===== config.mk =====
export PLATFORM = sky130hd
export DESIGN_NAME = shutdown_seq_top
export DESIGN_NICKNAME = d
export VERILOG_FILES = /design/src/rtl/sdn_pkg.sv /design/src/rtl/sdn_sync.sv /design/src/rtl/sdn_step_timer.sv /design/src/rtl/sdn_fsm.sv /design/src/rtl/shutdown_seq_top.sv
export SDC_FILE = /design/constraint.sdc
export NUM_CORES = 1
export LEC_CHECK = 0
export ABC_AREA = 0
export BUFFER_PORTS_ARGS = -buffer_cell sky130_fd_sc_hd__buf_2
export CAP_MARGIN = 20
export CELL_PAD_IN_SITES_DETAIL_PLACEMENT = 0
export CELL_PAD_IN_SITES_GLOBAL_PLACEMENT = 2
export CORE_AREA = 4 4 84 86
export CTS_CLUSTER_DIAMETER = 30
export DETAILED_ROUTE_END_ITERATION = 7
export DIE_AREA = 0 0 88 90
export PLACE_DENSITY_LB_ADDON = 0.15
export SLEW_MARGIN = 30
export SYNTH_ARGS = -nofsm -noshare
export SYNTH_HDL_FRONTEND = slang
export SYNTH_SLANG_ARGS = --single-unit

===== constraint.sdc =====
create_clock -name clk -period 7.2 [get_ports clk]
set_input_delay 1.44 -clock clk [delete_from_list [all_inputs] [get_ports clk]]
set_output_delay 1.44 -clock clk [all_outputs]
set_load 0.01 [all_outputs]

===== src/rtl/sdn_pkg.sv =====
package sdn_pkg;

    typedef enum logic [1:0] {
        MODE_HW_SEQ  = 2'b00,
        MODE_HW_NOW  = 2'b01,
        MODE_SW_KEEP = 2'b10,
        MODE_RSVD    = 2'b11
    } sd_mode_e;

    typedef enum logic [2:0] {
        ST_RUN,
        ST_RAMP,
        ST_HALT,
        ST_PDN,
        ST_HW_OFF,
        ST_SW_HOLD,
        ST_SW_IDLE
    } sd_state_e;

    typedef struct packed {
        logic ramp_req;
        logic sw_stop;
        logic ana_pd;
        logic dig_pd;
        logic bus_en;
        logic hw_off;
        logic sw_off;
    } sd_ctrl_t;

    // Reserved encoding falls back to the sequenced hardware shutdown.
    function automatic sd_mode_e norm_mode(logic [1:0] m);
        return (m == 2'b11) ? MODE_HW_SEQ : sd_mode_e'(m);
    endfunction

    function automatic logic is_step(sd_state_e s);
        return (s == ST_RAMP) || (s == ST_HALT) || (s == ST_PDN);
    endfunction

    function automatic sd_ctrl_t decode_ctrl(sd_state_e s, sd_mode_e m);
        sd_ctrl_t c;
        logic     off;
        off        = (s == ST_HW_OFF) || (s == ST_SW_HOLD) || (s == ST_SW_IDLE);
        c.ramp_req = (s == ST_RAMP);
        c.sw_stop  = (s == ST_HALT) || (s == ST_PDN) || off;
        c.ana_pd   = (s == ST_PDN) || off;
        c.dig_pd   = (s == ST_PDN) || off;
        c.hw_off   = (s == ST_HW_OFF);
        c.sw_off   = (s == ST_SW_HOLD) || (s == ST_SW_IDLE);
        c.bus_en   = (s == ST_RUN) || c.sw_off ||
                     (is_step(s) && (m == MODE_SW_KEEP));
        return c;
    endfunction

endpackage


===== src/rtl/sdn_sync.sv =====
module sdn_sync #(
    parameter int   STAGES  = 2,
    parameter logic RST_VAL = 1'b1
) (
    input  logic clk,
    input  logic rst,
    input  logic din,
    output logic dout
);
    logic [STAGES-1:0] chain;

    generate
        for (genvar i = 0; i < STAGES; i++) begin : g_stage
            if (i == 0) begin : g_first
                always_ff @(posedge clk) begin
                    if (rst) chain[0] <= RST_VAL;
                    else     chain[0] <= din;
                end
            end else begin : g_next
                always_ff @(posedge clk) begin
                    if (rst) chain[i] <= RST_VAL;
                    else     chain[i] <= chain[i-1];
                end
            end
        end
    endgenerate

    assign dout = chain[STAGES-1];
endmodule


===== src/rtl/sdn_step_timer.sv =====
module sdn_step_timer #(
    parameter int W = 16
) (
    input  logic         clk,
    input  logic         rst,
    input  logic         restart,
    input  logic [W-1:0] limit,
    output logic         expired
);
    localparam int XW = W + 1;

    logic [W-1:0] cnt;

    // Expires in the cycle where the step has lasted "limit" cycles (min 1).
    assign expired = ({1'b0, cnt} + XW'(1)) >= {1'b0, limit};

    always_ff @(posedge clk) begin
        if (rst || restart) cnt <= '0;
        else if (!expired)  cnt <= cnt + W'(1);
    end

    assert_timer_advance_R5: assert property (@(posedge clk) disable iff (rst)
        (!restart && !expired) |=> (cnt != '0));

    assert_timer_clear_R5: assert property (@(posedge clk) disable iff (rst)
        restart |=> (cnt == '0));
endmodule


===== src/rtl/sdn_fsm.sv =====
module sdn_fsm
    import sdn_pkg::*;
(
    input  logic       clk,
    input  logic       rst,
    input  logic       sd_low,
    input  logic [1:0] mode_sel,
    input  logic       ramp_en,
    input  logic       ramp_done,
    input  logic       halt_done,
    input  logic       pdn_done,
    input  logic       tmo,
    input  logic [1:0] strap_in,
    output sd_ctrl_t   ctrl,
    output logic       reg_reset,
    output logic       seq_abort,
    output logic [1:0] strap_q,
    output logic       step_restart
);
    sd_state_e st, nxt;
    sd_mode_e  mode_q, mode_nxt, mode_live;

    assign mode_live = norm_mode(mode_sel);

    always_comb begin
        nxt      = st;
        mode_nxt = mode_q;
        unique case (st)
            ST_RUN: if (sd_low) begin
                mode_nxt = mode_live;
                if (mode_live == MODE_HW_NOW) nxt = ST_HW_OFF;
                else if (ramp_en)             nxt = ST_RAMP;
                else                          nxt = ST_HALT;
            end
            ST_RAMP:    if (ramp_done || tmo) nxt = ST_HALT;
            ST_HALT:    if (halt_done || tmo) nxt = ST_PDN;
            ST_PDN:     if (pdn_done || tmo)
                            nxt = (mode_q == MODE_SW_KEEP) ? ST_SW_HOLD : ST_HW_OFF;
            ST_HW_OFF:  if (!sd_low) nxt = ST_SW_IDLE;
            ST_SW_HOLD: if (!sd_low) nxt = ST_SW_IDLE;
            ST_SW_IDLE: if (sd_low) begin
                mode_nxt = mode_live;
                nxt = (mode_live == MODE_SW_KEEP) ? ST_SW_HOLD : ST_HW_OFF;
            end
            default:    nxt = ST_RUN;
        endcase
    end

    assign step_restart = (nxt != st);
    assign ctrl         = decode_ctrl(st, mode_q);

    always_ff @(posedge clk) begin
        if (rst) begin
            st        <= ST_RUN;
            mode_q    <= MODE_HW_SEQ;
            reg_reset <= 1'b0;
            seq_abort <= 1'b0;
            strap_q   <= 2'b00;
        end else begin
            st        <= nxt;
            mode_q    <= mode_nxt;
            reg_reset <= (nxt == ST_HW_OFF) && (st != ST_HW_OFF);
            if (is_step(st) && !sd_low) seq_abort <= 1'b1;
            if ((nxt == ST_SW_IDLE) && (st != ST_SW_IDLE))
                strap_q <= strap_in;
            else if ((nxt == ST_HW_OFF) && (st != ST_HW_OFF))
                strap_q <= 2'b00;
        end
    end

    assert_reset_pulse_R7: assert property (@(posedge clk) disable iff (rst)
        reg_reset |=> !reg_reset);

    assert_hw_bus_off_R7: assert property (@(posedge clk) disable iff (rst)
        ctrl.hw_off |-> !ctrl.bus_en);

    assert_ramp_gate_R4: assert property (@(posedge clk) disable iff (rst)
        $rose(ctrl.ramp_req) |-> $past(ramp_en));

    assert_step_order_R3: assert property (@(posedge clk) disable iff (rst)
        ctrl.ana_pd |-> ctrl.sw_stop);

    assert_abort_sticky_R10: assert property (@(posedge clk) disable iff (rst)
        seq_abort |=> seq_abort);

    assert_keep_no_reset_R8: assert property (@(posedge clk) disable iff (rst)
        ctrl.sw_off |-> !reg_reset);

    assert_release_latch_R9: assert property (@(posedge clk) disable iff (rst)
        $rose(st == ST_SW_IDLE) |-> (strap_q == $past(strap_in)));

    assert_now_skip_R6: assert property (@(posedge clk) disable iff (rst)
        ($past(st) == ST_RUN && st != ST_RUN && mode_q == MODE_HW_NOW) |-> ctrl.hw_off);
endmodule


===== src/rtl/shutdown_seq_top.sv =====
module shutdown_seq_top
    import sdn_pkg::*;
#(
    parameter int TMR_W       = 16,
    parameter int SYNC_STAGES = 2
) (
    input  logic             clk,
    input  logic             rst,
    input  logic             sd_n_in,
    input  logic [1:0]       mode_sel,
    input  logic             ramp_en,
    input  logic [TMR_W-1:0] tmo_cycles,
    input  logic             ramp_done,
    input  logic             halt_done,
    input  logic             pdn_done,
    input  logic             strap_a,
    input  logic             strap_b,
    output logic             ramp_req,
    output logic             switch_stop,
    output logic             ana_pd,
    output logic             dig_pd,
    output logic             reg_reset,
    output logic             bus_en,
    output logic             hw_off,
    output logic             sw_off,
    output logic             seq_abort,
    output logic [1:0]       strap_q
);
    logic     sd_sync;
    logic     tmo;
    logic     restart;
    sd_ctrl_t ctrl;

    sdn_sync #(.STAGES(SYNC_STAGES), .RST_VAL(1'b1)) u_sync (
        .clk (clk),
        .rst (rst),
        .din (sd_n_in),
        .dout(sd_sync)
    );

    sdn_step_timer #(.W(TMR_W)) u_timer (
        .clk    (clk),
        .rst    (rst),
        .restart(restart),
        .limit  (tmo_cycles),
        .expired(tmo)
    );

    sdn_fsm u_fsm (
        .clk         (clk),
        .rst         (rst),
        .sd_low      (!sd_sync),
        .mode_sel    (mode_sel),
        .ramp_en     (ramp_en),
        .ramp_done   (ramp_done),
        .halt_done   (halt_done),
        .pdn_done    (pdn_done),
        .tmo         (tmo),
        .strap_in    ({strap_b, strap_a}),
        .ctrl        (ctrl),
        .reg_reset   (reg_reset),
        .seq_abort   (seq_abort),
        .strap_q     (strap_q),
        .step_restart(restart)
    );

    assign ramp_req    = ctrl.ramp_req;
    assign switch_stop = ctrl.sw_stop;
    assign ana_pd      = ctrl.ana_pd;
    assign dig_pd      = ctrl.dig_pd;
    assign bus_en      = ctrl.bus_en;
    assign hw_off      = ctrl.hw_off;
    assign sw_off      = ctrl.sw_off;

    assert_flags_exclusive_R9: assert property (@(posedge clk) disable iff (rst)
        !(hw_off && sw_off));
endmodule


==> results of run 1 <==
[per-layer routing]
metal / up-vias / part of all wire, % / track usage, %
met3: 4 / 4.7 / 1.46
met2: 42 / 45 / 19.8
met4: 0 / 0.99 / 3.84
met1: 803 / 49 / 18.1
met5: - / 0 / 0
li1: 991 / - / -
[Yosys cell counts, drive strengths merged (6+ instances only)]
master  instances  share of area, %
a211oi         17               6.5
or2             6               1.7
nand3           6               1.9
nand2b          8               2.3
o21ai           7               1.8
xnor2          18               7.2
ha             17               9.7
nor3           11               2.7
nor2           23               3.9
a21oi          14               3.2
dfxtp          27                25
xor2           11               4.4
nand4           7               2.3
nand2          18               3.1
buf             6               2.7
inv            23               3.9
[registers in the layout, indices dropped and copies added, names as in the netlist]
name and cells:
u_timer.cnt 16, u_fsm.st 3, u_fsm.mode_q 2, u_fsm.strap_q 2, u_fsm.reg_reset 1, u_fsm.seq_abort 1, u_sync.chain 1, u_sync.dout 1
[power by group through the flow]
| stage | clock network, W | registers, W | logic, W |
|---|---|---|---|
| after floorplan | 0 | 0.000161 | 0.0000434 |
| after global placement | 0 | 0.000164 | 0.0000604 |
| after detailed placement | 0 | 0.000163 | 0.0000597 |
| after CTS | 0.0000941 | 0.000160 | 0.0000601 |
| after global routing | 0.0000989 | 0.000161 | 0.0000677 |
| final | 0.0000901 | 0.000160 | 0.0000588 |
[stage by stage]
step | utilization [%] | power [W] | cells | setup slack, ps
5_1_grt | 39.0 | 0.000327 | 371 | 2520
6_report | 39.0 | 0.000309 | 371 | 2960
3_3_place_gp | 38.2 | 0.000224 | 367 | 2800
3_5_place_dp | 38.2 | 0.000223 | 367 | 2760
2_1_floorplan | - | 0.000204 | 264 | 3590
4_1_cts | 39.0 | 0.000314 | 371 | 2890
[worst register-to-register path: cells and delay by family (launching register included)]
family                     cells  cell delay (ps)
and+or+nand+nor                4             1290
xor gates and xnor gates       1              180
AOI/OAI and AO/OA              6             1730
DFF                            1              400
adders and majority gates      2              560
[layout make-up]
type	instances	area (sq um)
fillers	670	3830
well taps	77	96.3
inverters	23	86.3
multi-input cells	203	1490
clock inverters	1	8.76
repair buffers	37	185
clock buffers	3	41.3
flip-flops and latches	27	541
[path summary, 6_finish.rpt]
kind / startpoint / endpoint
setup / recovery: u_timer.cnt[0]$_SDFFE_PP0N_ / u_timer.cnt[7]$_SDFFE_PP0N_
hold reg to reg: u_sync.chain[0]$_SDFF_PP1_ / u_sync.dout$_SDFF_PP1_
hold / removal: u_sync.chain[0]$_SDFF_PP1_ / u_sync.dout$_SDFF_PP1_
setup reg to reg: u_timer.cnt[0]$_SDFFE_PP0N_ / u_timer.cnt[7]$_SDFFE_PP0N_
[cells by family (layout without fill, tap and decap cells)]
kind of cell | count (synthesis) | after routing
and+or+nand+nor | 102 | 102
buffers and inverters | 34 | 64
adders and majority gates | 17 | 17
AOI/OAI and AO/OA | 54 | 54
muxes | 1 | 1
DFF | 27 | 27
xor gates and xnor gates | 29 | 29
==> results list, run 1 <==
- The kind of cell with the highest combined delay along the critical path is compound AO/OA/AOI/OAI gates.
* Fmax achieved: about 240 MHz
- Relative to the synthesized area, the layout overhead comes to 11.5%.
- Estimated wirelength of the detail-placed design: between 4000 and 5000 microns
- Most used flip-flop cell after synthesis: sky130_fd_sc_hd__dfxtp_1
* Max cap viols: 0
* Cell Chain, Critical Path: ha_1, nand3_4, or3_1, nor2_1, xor2_1, ha_1, a21o_2, a21oi_1, o211a_4, o211ai_2, o31a_4, nand4b_2, a211oi_1
- Root buffer cell: sky130_fd_sc_hd__clkbuf_8
* Die extent in y: 90 microns
* Total overflow reported by the global router: 0
- After clock tree synthesis, the setup repair step added 0 buffers.
* Latest clock arrival within the worst-skew pair: 280 ps
* Endpoint kind of the worst setup timing path: flip-flop
* Share of the synthesized area in compound gates (AO/OA/AOI/OAI): 19.8%
* Cell area after synthesis: approximately 2200 sq um
- Syn_nets: 308
- Routability-driven placement finished with a final weighted congestion of slightly above 0.8.
- CP Data Arrival Time: 4420 ps
- Instance count of the mapped netlist: roughly 260
- Of the post-synthesis cell area, the part taken by muxes is 0.456%.
- The detailed router placed 1840 vias in this run.
- Combinational cells account for 19.0% of the total power.
- For this design the total switching power over the nets is 0.0000885 W.
- After floorplanning, the core was divided into 29 placement rows.
- R2R setup slack: 2960 ps
- The count of nets left with antenna violations once routing finished came out at 0.
- Summing all placed instances gives a cell area of 2400 sq um.
- A synthesized cell averages 8.32 sq um.
- The floorplan step defined a die boundary enclosing between 7000 and 8000 sq um.
* Combinational family with the most area after synthesis: simple AND/OR/NAND/NOR gates
* Pin count of the biggest net entering global routing: 21
* Shortest clock period the worst path allows after layout: 4240 ps
- Maximum fanout count along the critical path: 20
- Pin placement for this block handled 38 I/O pins.
- After the first detailed-routing iteration, the DRC count stood at 66.
- Worst Tran Pin Value: 912 ps
* Proportion of synthesized flip-flops having asynchronous set or reset: 0%
* Sequential share of power: 51.8%
* Xor/xnor share of the synthesized area: 11.6%
- Global-route usage over all layers: 12.7%
- After clock tree synthesis, the repair step resized 0 gates.
- The share of the Yosys chip area taken by registers is between 20% and 30%.
* Crit path depth: 13
- Bufs on Longest Clock Path: 2
- In the final timing run, aggregate negative setup slack is 0 ps.
* Switching fraction of total power: 28.7%
- For this run, design rule violations remaining after detail routing come to 0.
- The first global-routing pass estimated 8350 microns of wire.
* Synthesized-area fraction occupied by and/or/nand/nor cells: 26.4%
- Post-DR vias/cell: 4.96
* Number of failing hold endpoints at the final stage: 0
* Number of hold buffers added after CTS: 0
* Cell repeated most along the worst path: sky130_fd_sc_hd__ha_1
- Number of iterations in the first detailed-routing pass: 4
- Data required time of the critical path: about 7400 ps
* Worst VDD drop: between 0.1 and 0.15 mV
- Synthesis inferred 27 register bits.
* Final layout net count: between 300 and 400
* Internal Dissipation: around 0.00022 W
- TritonCTS clock tree: done
* Final Skew: 13.5 ps
- Of the available clock period, the critical path in the final layout requires 58.9%.
- Highest-delay cell along the critical path: sky130_fd_sc_hd__or3_1
- Dividing the detail-routed wire length by the instance count gives 13.0 microns.
- After clock tree synthesis, the clock-pin slew on the worst setup and hold paths is 100 ps.
- Worst setup SP type: flip-flop
- CTS buffer count: 3
* Initial core utilization: 35.0%
* Via count of the first global-routing pass: around 1700
* Relative contribution of the clock network to total power: a little under 30%
- Relative slew slack: 39.0%
- Number of port buffers: 37
- Synthesis Warnings: 0
- Final setup violating endpoints: 0
* Status: complete, no violations
- Critical path start-end classification: reg -> reg
- For this block, the routed nets add up to 4830 microns of wire.
- Counting distinct cell types in the post-synthesis netlist gives 49.
- Bufs and invs on worst path: 0
- FF-to-FF path depth: 13
* Setup repair after global routing missed its margin: false
* Count of final max-slew check failures: 0
* Diodes inserted: 0
- Leading cell type in the layout, fill and taps excluded: sky130_fd_sc_hd__buf_2
* Antenna violations before repair: 0
- Post-synthesis share of cell area spent on full adders, half adders and majority gates: 9.69%
- The clock drives 27 sinks.
* Leakage: 1.10 nW
- In the final layout, the share of cells above drive strength 1 is about 22%.
- Floorplan core area: 6280 sq um
* Top library cells by usage in the layout, fill and taps aside: sky130_fd_sc_hd__buf_2, sky130_fd_sc_hd__dfxtp_1, sky130_fd_sc_hd__inv_1, sky130_fd_sc_hd__nor2_1
- Yosys mapped a number of flops with a built-in enable equal to 0.
* Max stage delay on crit path: 510 ps
- Worst hold-check slack: 421 ps
- The min-delay analysis places its worst path in the category reg -> reg.
* Number of H-tree branching levels: 1
- Power density over cell area: 126 nW/um^2
- Fin area: 2450 sq um
- The floorplan step set the die width to 88 microns.
- Along the worst hold path, the cell count comes to 1.
(Power assumes the default switching activity.)
==> inputs of run 2 (changes only) <==
--- a/config.mk
+++ b/config.mk
@@ -10,10 +10,10 @@
 export CAP_MARGIN = 20
 export CELL_PAD_IN_SITES_DETAIL_PLACEMENT = 0
 export CELL_PAD_IN_SITES_GLOBAL_PLACEMENT = 2
-export CORE_AREA = 4 4 84 86
+export CORE_AREA = 4 4 91 93
 export CTS_CLUSTER_DIAMETER = 30
 export DETAILED_ROUTE_END_ITERATION = 7
-export DIE_AREA = 0 0 88 90
+export DIE_AREA = 0 0 95 97
 export PLACE_DENSITY_LB_ADDON = 0.15
 export SLEW_MARGIN = 30
 export SYNTH_ARGS = -nofsm -noshare
==> constraint.sdc (replaced) <==
create_clock -name clk -period 3.6 [get_ports clk]
set_input_delay 0.72 -clock clk [delete_from_list [all_inputs] [get_ports clk]]
set_output_delay 0.72 -clock clk [all_outputs]
set_load 0.01 [all_outputs]
==> results list, run 2 (synthesis gave the netlist of run 1 again) <==
* Relative contribution of the clock network to total power: 26.9% (-2.3 points)
- The number of remaining DRC errors was 0 (unchanged).
- Switch Pwr: 0.000185 W (+110%)
* Number of vias in the routed layout: 1956 (+6.3%)
* Maximum fanout count along the critical path: 16 (-20%)
- Relative slew slack: 59.1% (+20 points)
- The part of the power in combinational logic is 23.4% (+4.4 points).
- Area of combinational cells with multiple inputs: 1560 sq um (+4.8%)
* Final Skew: 6.02 ps (-7.47 ps)
* Final setup violating endpoints: 0 (unchanged)
* Worst setup SP type: flip-flop
- The layout cell share with drive strength beyond 1 was 33.4% (+11 points).
* Floorplan core area: 7530 sq um (+20%)
- The initial core utilization was 29.2% (-5.8 points).
* Global-route usage over all layers: 12.4% (-0.30 points)
* Root buffer cell: sky130_fd_sc_hd__clkbuf_8
- The count of fill cells added during filler insertion is 824 (+23%).
- The final net count was 368 (+8.6%).
* Top library cells by usage in the layout, fill and taps aside: sky130_fd_sc_hd__buf_2, sky130_fd_sc_hd__buf_4, sky130_fd_sc_hd__inv_1, sky130_fd_sc_hd__dfxtp_1, sky130_fd_sc_hd__nor2_1
* Width of the chip: 95 microns (+8.0%)
- Wirelength, routed: 5480 microns (+13%)
- Area added between synthesis and finish: 28.0%
- The final non-filler cell area was 2810 sq um (+15%).
- The count of pins over their slew limit was 0 (unchanged).
- The endpoint arrival time on the critical path was 3540 ps (-880 ps).
- The pre-CTS worst setup slack was -65.9 ps (-2830 ps).
- The highest clock frequency the design can meet came to 298 MHz (+26%).
- Setup repair after global routing left no endpoint under its margin.
* Internal Dissipation: 0.000461 W (+110%)
* Via count of the first global-routing pass: 2001 (+16%)
- Setup WS post-layout: 243 ps (-2720 ps)
* Flip-flop count of the largest register after layout: 16 (unchanged)
- The count of max-cap constraint violations is 0 (unchanged).
- Weighted congestion reported at the end of routability-driven placement: 0.752 (-8.7%)
- DR iter-0 viols: 42 (-36%)
- The area of the die came to 9220 sq um (+16%).
- CTS buffer count: 3 (unchanged)
- The number of buffers inserted by hold repair at cts came to 0 (unchanged).
- Global-route wire length before repair: 9380 microns (+12%)
- Biggest register: u_timer.cnt
- By startpoint and endpoint, the worst setup path is classified as reg -> reg.
- Pin count of the biggest net entering global routing: 18 (-14%)
- The vertical die dimension is 97 microns (+7.8%).
- The first-pass iteration count of the detailed router was 4 (unchanged).
- Bufs on Longest Clock Path: 2 (unchanged)
* Latest clock arrival within the worst-skew pair: 270 ps (about the same)
- Standard-cell rows: 32 (+10%)
- Number of H-tree branching levels: 1 (unchanged)
- The sequential fraction of design power was 49.7% (-2.1 points).
* Crit share post-route: 93.3% (+34 points)
- Estimated wirelength of the detail-placed design: 4330 microns (+7.9%)
- The switching fraction of total power came to 28.6% (-0.076 points).
- Data required time of the critical path: 3780 ps (-3600 ps)
- The cell area after placement came to 2610 sq um (+8.6%).
* Number of port buffers: 37 (unchanged)
* Post-DR vias/cell: 4.60 (-7.2%)
- TritonCTS clock tree: done
- The standby leakage power was 1.26 nW (+15%).
- The number of top-level pins came to 38 (unchanged).
* Power density over cell area: 230 nW/um^2 (+82%)
- The utilization after layout was 37.4% (-1.7 points).
- The flow ran to the end, and the final reports show no timing, DRC or antenna violations.
* Shortest clock period the worst path allows after layout: 3360 ps (-884 ps)
* Worst VDD drop: 0.136 mV (+15%)
- STA classifies the critical path endpoint as a flip-flop.
- Wire per inst: 12.9 microns (-0.97%)
- Sequential cell area in the final layout: 546 sq um (+0.93%)
- The clock-pin transition on the worst setup and hold timing paths is 90 ps (about the same).
- The total negative setup slack was 0 ps (unchanged).
- Classification of the worst-slack hold path: reg -> reg
- The hold violation total from the final report came to 0 (unchanged).
* Largest registers in the final layout: u_timer.cnt x16, u_fsm.st x3
- The initial antenna violation count came to 0 (unchanged).
* Number of nets with antenna violations after routing: 0 (unchanged)
- The total global routing overflow was 0 (unchanged).
- Diodes inserted: 0 (unchanged)
* Worst Tran Pin Value: 607 ps (-306 ps)
- The count of clock tree sinks was 27 (unchanged).
- Leading cell type in the layout, fill and taps excluded: sky130_fd_sc_hd__buf_2
-- run 2: changes by cell type in the layout (fill, tap and decap cells not counted), sizes merged --
cell / change
buf: +29
clkinv: +1
inv: -1
-- run 2: cell type report --
type,count,share of cell area [%]
clock inverter,1,0.178
clock buffer,3,1.47
tap,102,4.54
inverter,23,3.07
multi-input combinational,203,55.5
sequential,27,19.4
timing repair buffer,66,15.8
-- run 2: worst paths after layout --
| check | from | end | slack [ps] | depth (start not counted) |
|---|---|---|---|---|
| hold reg to reg | u_sync.chain[0]$_SDFF_PP1_ | u_sync.dout$_SDFF_PP1_ | 420 | 1 |
| setup / recovery | u_timer.cnt[0]$_SDFFE_PP0N_ | u_timer.cnt[0]$_SDFFE_PP0N_ | 240 | 16 |
| setup reg to reg | u_timer.cnt[0]$_SDFFE_PP0N_ | u_timer.cnt[0]$_SDFFE_PP0N_ | 240 | 16 |
| hold / removal | u_sync.chain[0]$_SDFF_PP1_ | u_sync.dout$_SDFF_PP1_ | 420 | 1 |
-- run 2: metrics by stage --
| stage | cells | power (W) | hold slack (ps) |
|---|---|---|---|
| 6_report | 425 | 0.000645 | 419 |
| 5_1_grt | 425 | 0.000684 | 454 |
| 4_1_cts | 416 | 0.000644 | 428 |
| 3_5_place_dp | 412 | 0.000467 | 403 |
| 3_3_place_gp | 412 | 0.000467 | 393 |
| 2_1_floorplan | 264 | 0.000409 | 389 |
-- run 2: power groups by stage --
stage / clock network [W] / registers [W] / logic [W]
6_report: 0.000173 / 0.000321 / 0.000151
5_1_grt: 0.000191 / 0.000322 / 0.000171
4_1_cts: 0.000183 / 0.000318 / 0.000144
3_5_place_dp: 0 / 0.000325 / 0.000142
3_3_place_gp: 0 / 0.000325 / 0.000143
2_1_floorplan: 0 / 0.000322 / 0.0000868
-- run 2: critical path, stage by stage, from the launching register on --
cell	delay [ps]
sky130_fd_sc_hd__dfxtp_2	360
sky130_fd_sc_hd__buf_4	140
sky130_fd_sc_hd__nand3_2	90
sky130_fd_sc_hd__nor2_4	170
sky130_fd_sc_hd__nand4_1	150
sky130_fd_sc_hd__buf_4	190
sky130_fd_sc_hd__nor2_1	100
sky130_fd_sc_hd__xor2_1	220
sky130_fd_sc_hd__ha_1	270
sky130_fd_sc_hd__buf_4	140
sky130_fd_sc_hd__a21oi_2	140
sky130_fd_sc_hd__o211a_4	190
sky130_fd_sc_hd__o211ai_2	130
sky130_fd_sc_hd__o31a_4	320
sky130_fd_sc_hd__nand4b_2	230
sky130_fd_sc_hd__buf_12	190
sky130_fd_sc_hd__a211oi_1	220
-- run 2: what timing repair did --
action | in CTS | in global routing
endpoints found under the setup margin | 19 | 19
setup buffers | 0 | 9
pin swaps | 1 | 9
hold endpoints to repair | 0 | 0
resized for setup | 3 | 16
-- run 2: routing by layer --
metal	wire length, microns	up-vias	global-route usage [%]
met5	0	-	0
met4	50	0	3.22
met3	225	4	1.32
met2	2510	35	20.4
met1	2700	869	17.1
li1	-	1048	-
==> inputs of run 3 (changes only) <==
--- a/config.mk
+++ b/config.mk
@@ -6,6 +6,7 @@
 export NUM_CORES = 1
 export LEC_CHECK = 0
 export ABC_AREA = 0
+export ABC_CLOCK_PERIOD_IN_PS = 3600
 export BUFFER_PORTS_ARGS = -buffer_cell sky130_fd_sc_hd__buf_2
 export CAP_MARGIN = 20
 export CELL_PAD_IN_SITES_DETAIL_PLACEMENT = 0
@@ -15,6 +16,7 @@
 export DETAILED_ROUTE_END_ITERATION = 7
 export DIE_AREA = 0 0 95 97
 export PLACE_DENSITY_LB_ADDON = 0.15
+export RECOVER_POWER = 50
 export SLEW_MARGIN = 30
 export SYNTH_ARGS = -nofsm -noshare
 export SYNTH_HDL_FRONTEND = slang
==> results list, run 3 (synthesis gave the netlist of run 1 again) <==
* Largest registers in the final layout: u_timer.cnt x16, u_fsm.st x3
* Clock slew seen by the registers of the worst setup and hold paths: 90 ps (about the same)
- Via count of the first global-routing pass: 2001 (unchanged)
- The data required time of the critical path was 3780 ps (about the same).
- Floorplan core area: 7530 sq um (unchanged)
* Final-layout fill cell count: 830 (+0.73%)
- The remaining number of nets flagged by the antenna check after routing came to 0 (unchanged).
- TritonCTS clock tree: done
- Leakage: 1.22 nW (-3.6%)
- Post-DR vias/cell: 4.59 (-0.20%)
- The portion of the clock cycle consumed by the worst path in the final layout came to 93.6% (+0.33 points).
- The worst slew slack as a fraction of its limit is 57.0% (-2.1 points).
- The slack of the worst reg-to-reg path was 230 ps (about the same).
- The area used by sequential logic in the layout is 546 sq um (unchanged).
- The clock insertion delay at the later pin of the skew report was 270 ps (about the same).
* Terminus of the critical flop-to-flop path: u_fsm.strap_q[0]$_SDFFE_PP0P_
- The worst setup path is captured at a flip-flop.
- Power density over cell area: 230 nW/um^2 (+0.32%)
- Number of vias in the routed layout: 1952 (-0.20%)
- The flow ran to the end, and the final reports show no timing, DRC or antenna violations.
- Leading cell type in the layout, fill and taps excluded: sky130_fd_sc_hd__buf_2
- Antenna violations before repair: 0 (unchanged)
* Area of combinational cells with multiple inputs: 1550 sq um (-0.72%)
- Total overflow reported by the global router: 0 (unchanged)
- Final setup violating endpoints: 0 (unchanged)
- DR iter-0 viols: 41 (-2.4%)
- Worst r2r src: u_timer.cnt[0]$_SDFFE_PP0N_
* Area added between synthesis and finish: 26.9%
* CTS buffer count: 3 (unchanged)
* Weighted congestion reported at the end of routability-driven placement: 0.752 (unchanged)
- The number of buffers added on ports came to 37 (unchanged).
- The length in cells of the worst reg-to-reg path came to 14 (-2).
- Launch point of the worst hold path: u_sync.chain[0]$_SDFF_PP1_
- Count of unresolved DRC violations after routing: 0 (unchanged)
- The largest net degree at the start of global routing is 18 (unchanged).
- Setup WS post-layout: 231 ps (-11.7 ps)
- The transition time at the pin with the least slew margin came to 644 ps (+37.7 ps).
* Fraction of final layout cells with drive strength greater than 1: 30.0% (-3.4 points)
- The number of top-level pins came to 38 (unchanged).
* Standard-cell rows: 32 (unchanged)
* Width of the chip: 95 microns (unchanged)
- The maximum fanout along the worst path came to 4 (-12).
- Global-route usage over all layers: 12.4% (unchanged)
- Number of iterations in the first detailed-routing pass: 4 (unchanged)
- Shortest clock period the worst path allows after layout: 3370 ps (+11.7 ps)
- Following the worst setup path forward leads to its endpoint at u_fsm.strap_q[0]$_SDFFE_PP0P_.
- Top library cells by usage in the layout, fill and taps aside: sky130_fd_sc_hd__buf_2, sky130_fd_sc_hd__buf_4, sky130_fd_sc_hd__inv_1, sky130_fd_sc_hd__dfxtp_1, sky130_fd_sc_hd__nor2_1
- Final Skew: 6.06 ps (+0.0320 ps)
- Flip-flop count of the largest register after layout: 16 (unchanged)
- Wirelength, routed: 5470 microns (-0.22%)
- Worst setup SP type: flip-flop
* Worst VDD drop: 0.136 mV (about the same)
- The count of H-tree levels built during CTS is 1 (unchanged).
- The initial core utilization is 29.2% (unchanged).
- Classification of the worst-slack hold path: reg -> reg
- The hold violation total from the final report came to 0 (unchanged).
* Max cap viols: 0 (unchanged)
- Estimated wirelength of the detail-placed design: 4330 microns (unchanged)
- Number of hold buffers added after CTS: 0 (unchanged)
- CP Data Arrival Time: 3550 ps (about the same)
- The count of clock tree sinks was 27 (unchanged).
* Wire per inst: 12.9 microns (-0.22%)
* Placement-stage worst setup slack: -65.9 ps (unchanged)
- The vertical die dimension is 97 microns (unchanged).
* Area of the die: 9220 sq um (unchanged)
* Fmax achieved: 297 MHz (-0.35%)
- Startpoint of the most critical setup path: u_timer.cnt[0]$_SDFFE_PP0N_
- Setup repair after global routing missed its margin: false
* Setup total negative slack: 0 ps (unchanged)
- Biggest register: u_timer.cnt
- The count of pins over their slew limit is 0 (unchanged).
* Global-route wire length before repair: 9380 microns (unchanged)
- Bufs on Longest Clock Path: 2 (unchanged)
- The setup path with the least slack is of type reg -> reg.
- The cell sitting at the root of the clock tree is a sky130_fd_sc_hd__clkbuf_8.
* Diodes inserted: 0 (unchanged)
- The final net count came to 368 (unchanged).
## run 3: cell types whose count changed in the layout (fill, tap and decap cells not counted)
cell	delta
sky130_fd_sc_hd__buf_2	-11
sky130_fd_sc_hd__clkbuf_1	+11
sky130_fd_sc_hd__a221oi_2	+1
sky130_fd_sc_hd__a221oi_4	-1
sky130_fd_sc_hd__and2_0	+1
sky130_fd_sc_hd__and2_1	-1
## run 3: layout make-up
type / count / share of cell area [%]
clock buffer: 3 / 1.48
clock inverter: 1 / 0.180
inverter: 23 / 3.10
multi-input combinational: 203 / 55.6
sequential: 27 / 19.6
tap: 102 / 4.58
timing repair buffer: 66 / 15.4
## run 3: metal layers
metal	global-route usage, %	wire (microns)
met5	0	0
met4	3.22	50
met3	1.32	208
met2	20.4	2510
met1	17.1	2700
## run 3: stage by stage
step | cells | power [W] | util [%] | hold slack (ps) | instance area [sq um]
after global routing | 425 | 0.000681 | 37.0 | 454 | 2790
after global placement | 412 | 0.000467 | 34.6 | 393 | 2610
after CTS | 416 | 0.000644 | 35.4 | 428 | 2660
final | 425 | 0.000642 | 37.0 | 419 | 2790
after detailed placement | 412 | 0.000467 | 34.6 | 403 | 2610
after floorplan | 264 | 0.000409 | - | 389 | 2200
## run 3: power by group
part	total [W]	internal [W]	switching [W]
logic	0.000148	0.0000725	0.0000755
registers	0.000321	0.000309	0.0000125
clock network	0.000173	0.0000776	0.0000951
total	0.000642	0.000459	0.000183
## run 3: repair_timing
| item | CTS | global route |
|---|---|---|
| gates resized for setup | 3 | 16 |
| pin swaps | 1 | 9 |
| setup endpoints to repair | 19 | 19 |
| setup buffers | 0 | 9 |
## run 3: how the worst min path moves through the flow
stage | end | cells past startpoint
2_1_floorplan | u_sync.dout$_SDFF_PP1_ | 1
4_1_cts | u_sync.dout$_SDFF_PP1_ | 1
3_3_place_gp | u_sync.dout$_SDFF_PP1_ | 1
5_1_grt | u_sync.dout$_SDFF_PP1_ | 1
6_report | u_sync.dout$_SDFF_PP1_ | 1
3_5_place_dp | u_sync.dout$_SDFF_PP1_ | 1
## run 3: worst max-delay path: stages, from the launching register on
cell	delay [ps]
sky130_fd_sc_hd__dfxtp_2	360
sky130_fd_sc_hd__buf_4	140
sky130_fd_sc_hd__nand3_2	90
sky130_fd_sc_hd__nor2_4	170
sky130_fd_sc_hd__and4_2	290
sky130_fd_sc_hd__xor2_2	80
sky130_fd_sc_hd__ha_1	290
sky130_fd_sc_hd__nand4_1	120
sky130_fd_sc_hd__buf_4	170
sky130_fd_sc_hd__or4_4	510
sky130_fd_sc_hd__o211a_4	170
sky130_fd_sc_hd__o2111a_1	150
sky130_fd_sc_hd__a221oi_2	390
sky130_fd_sc_hd__nand4b_4	160
sky130_fd_sc_hd__a21bo_1	190
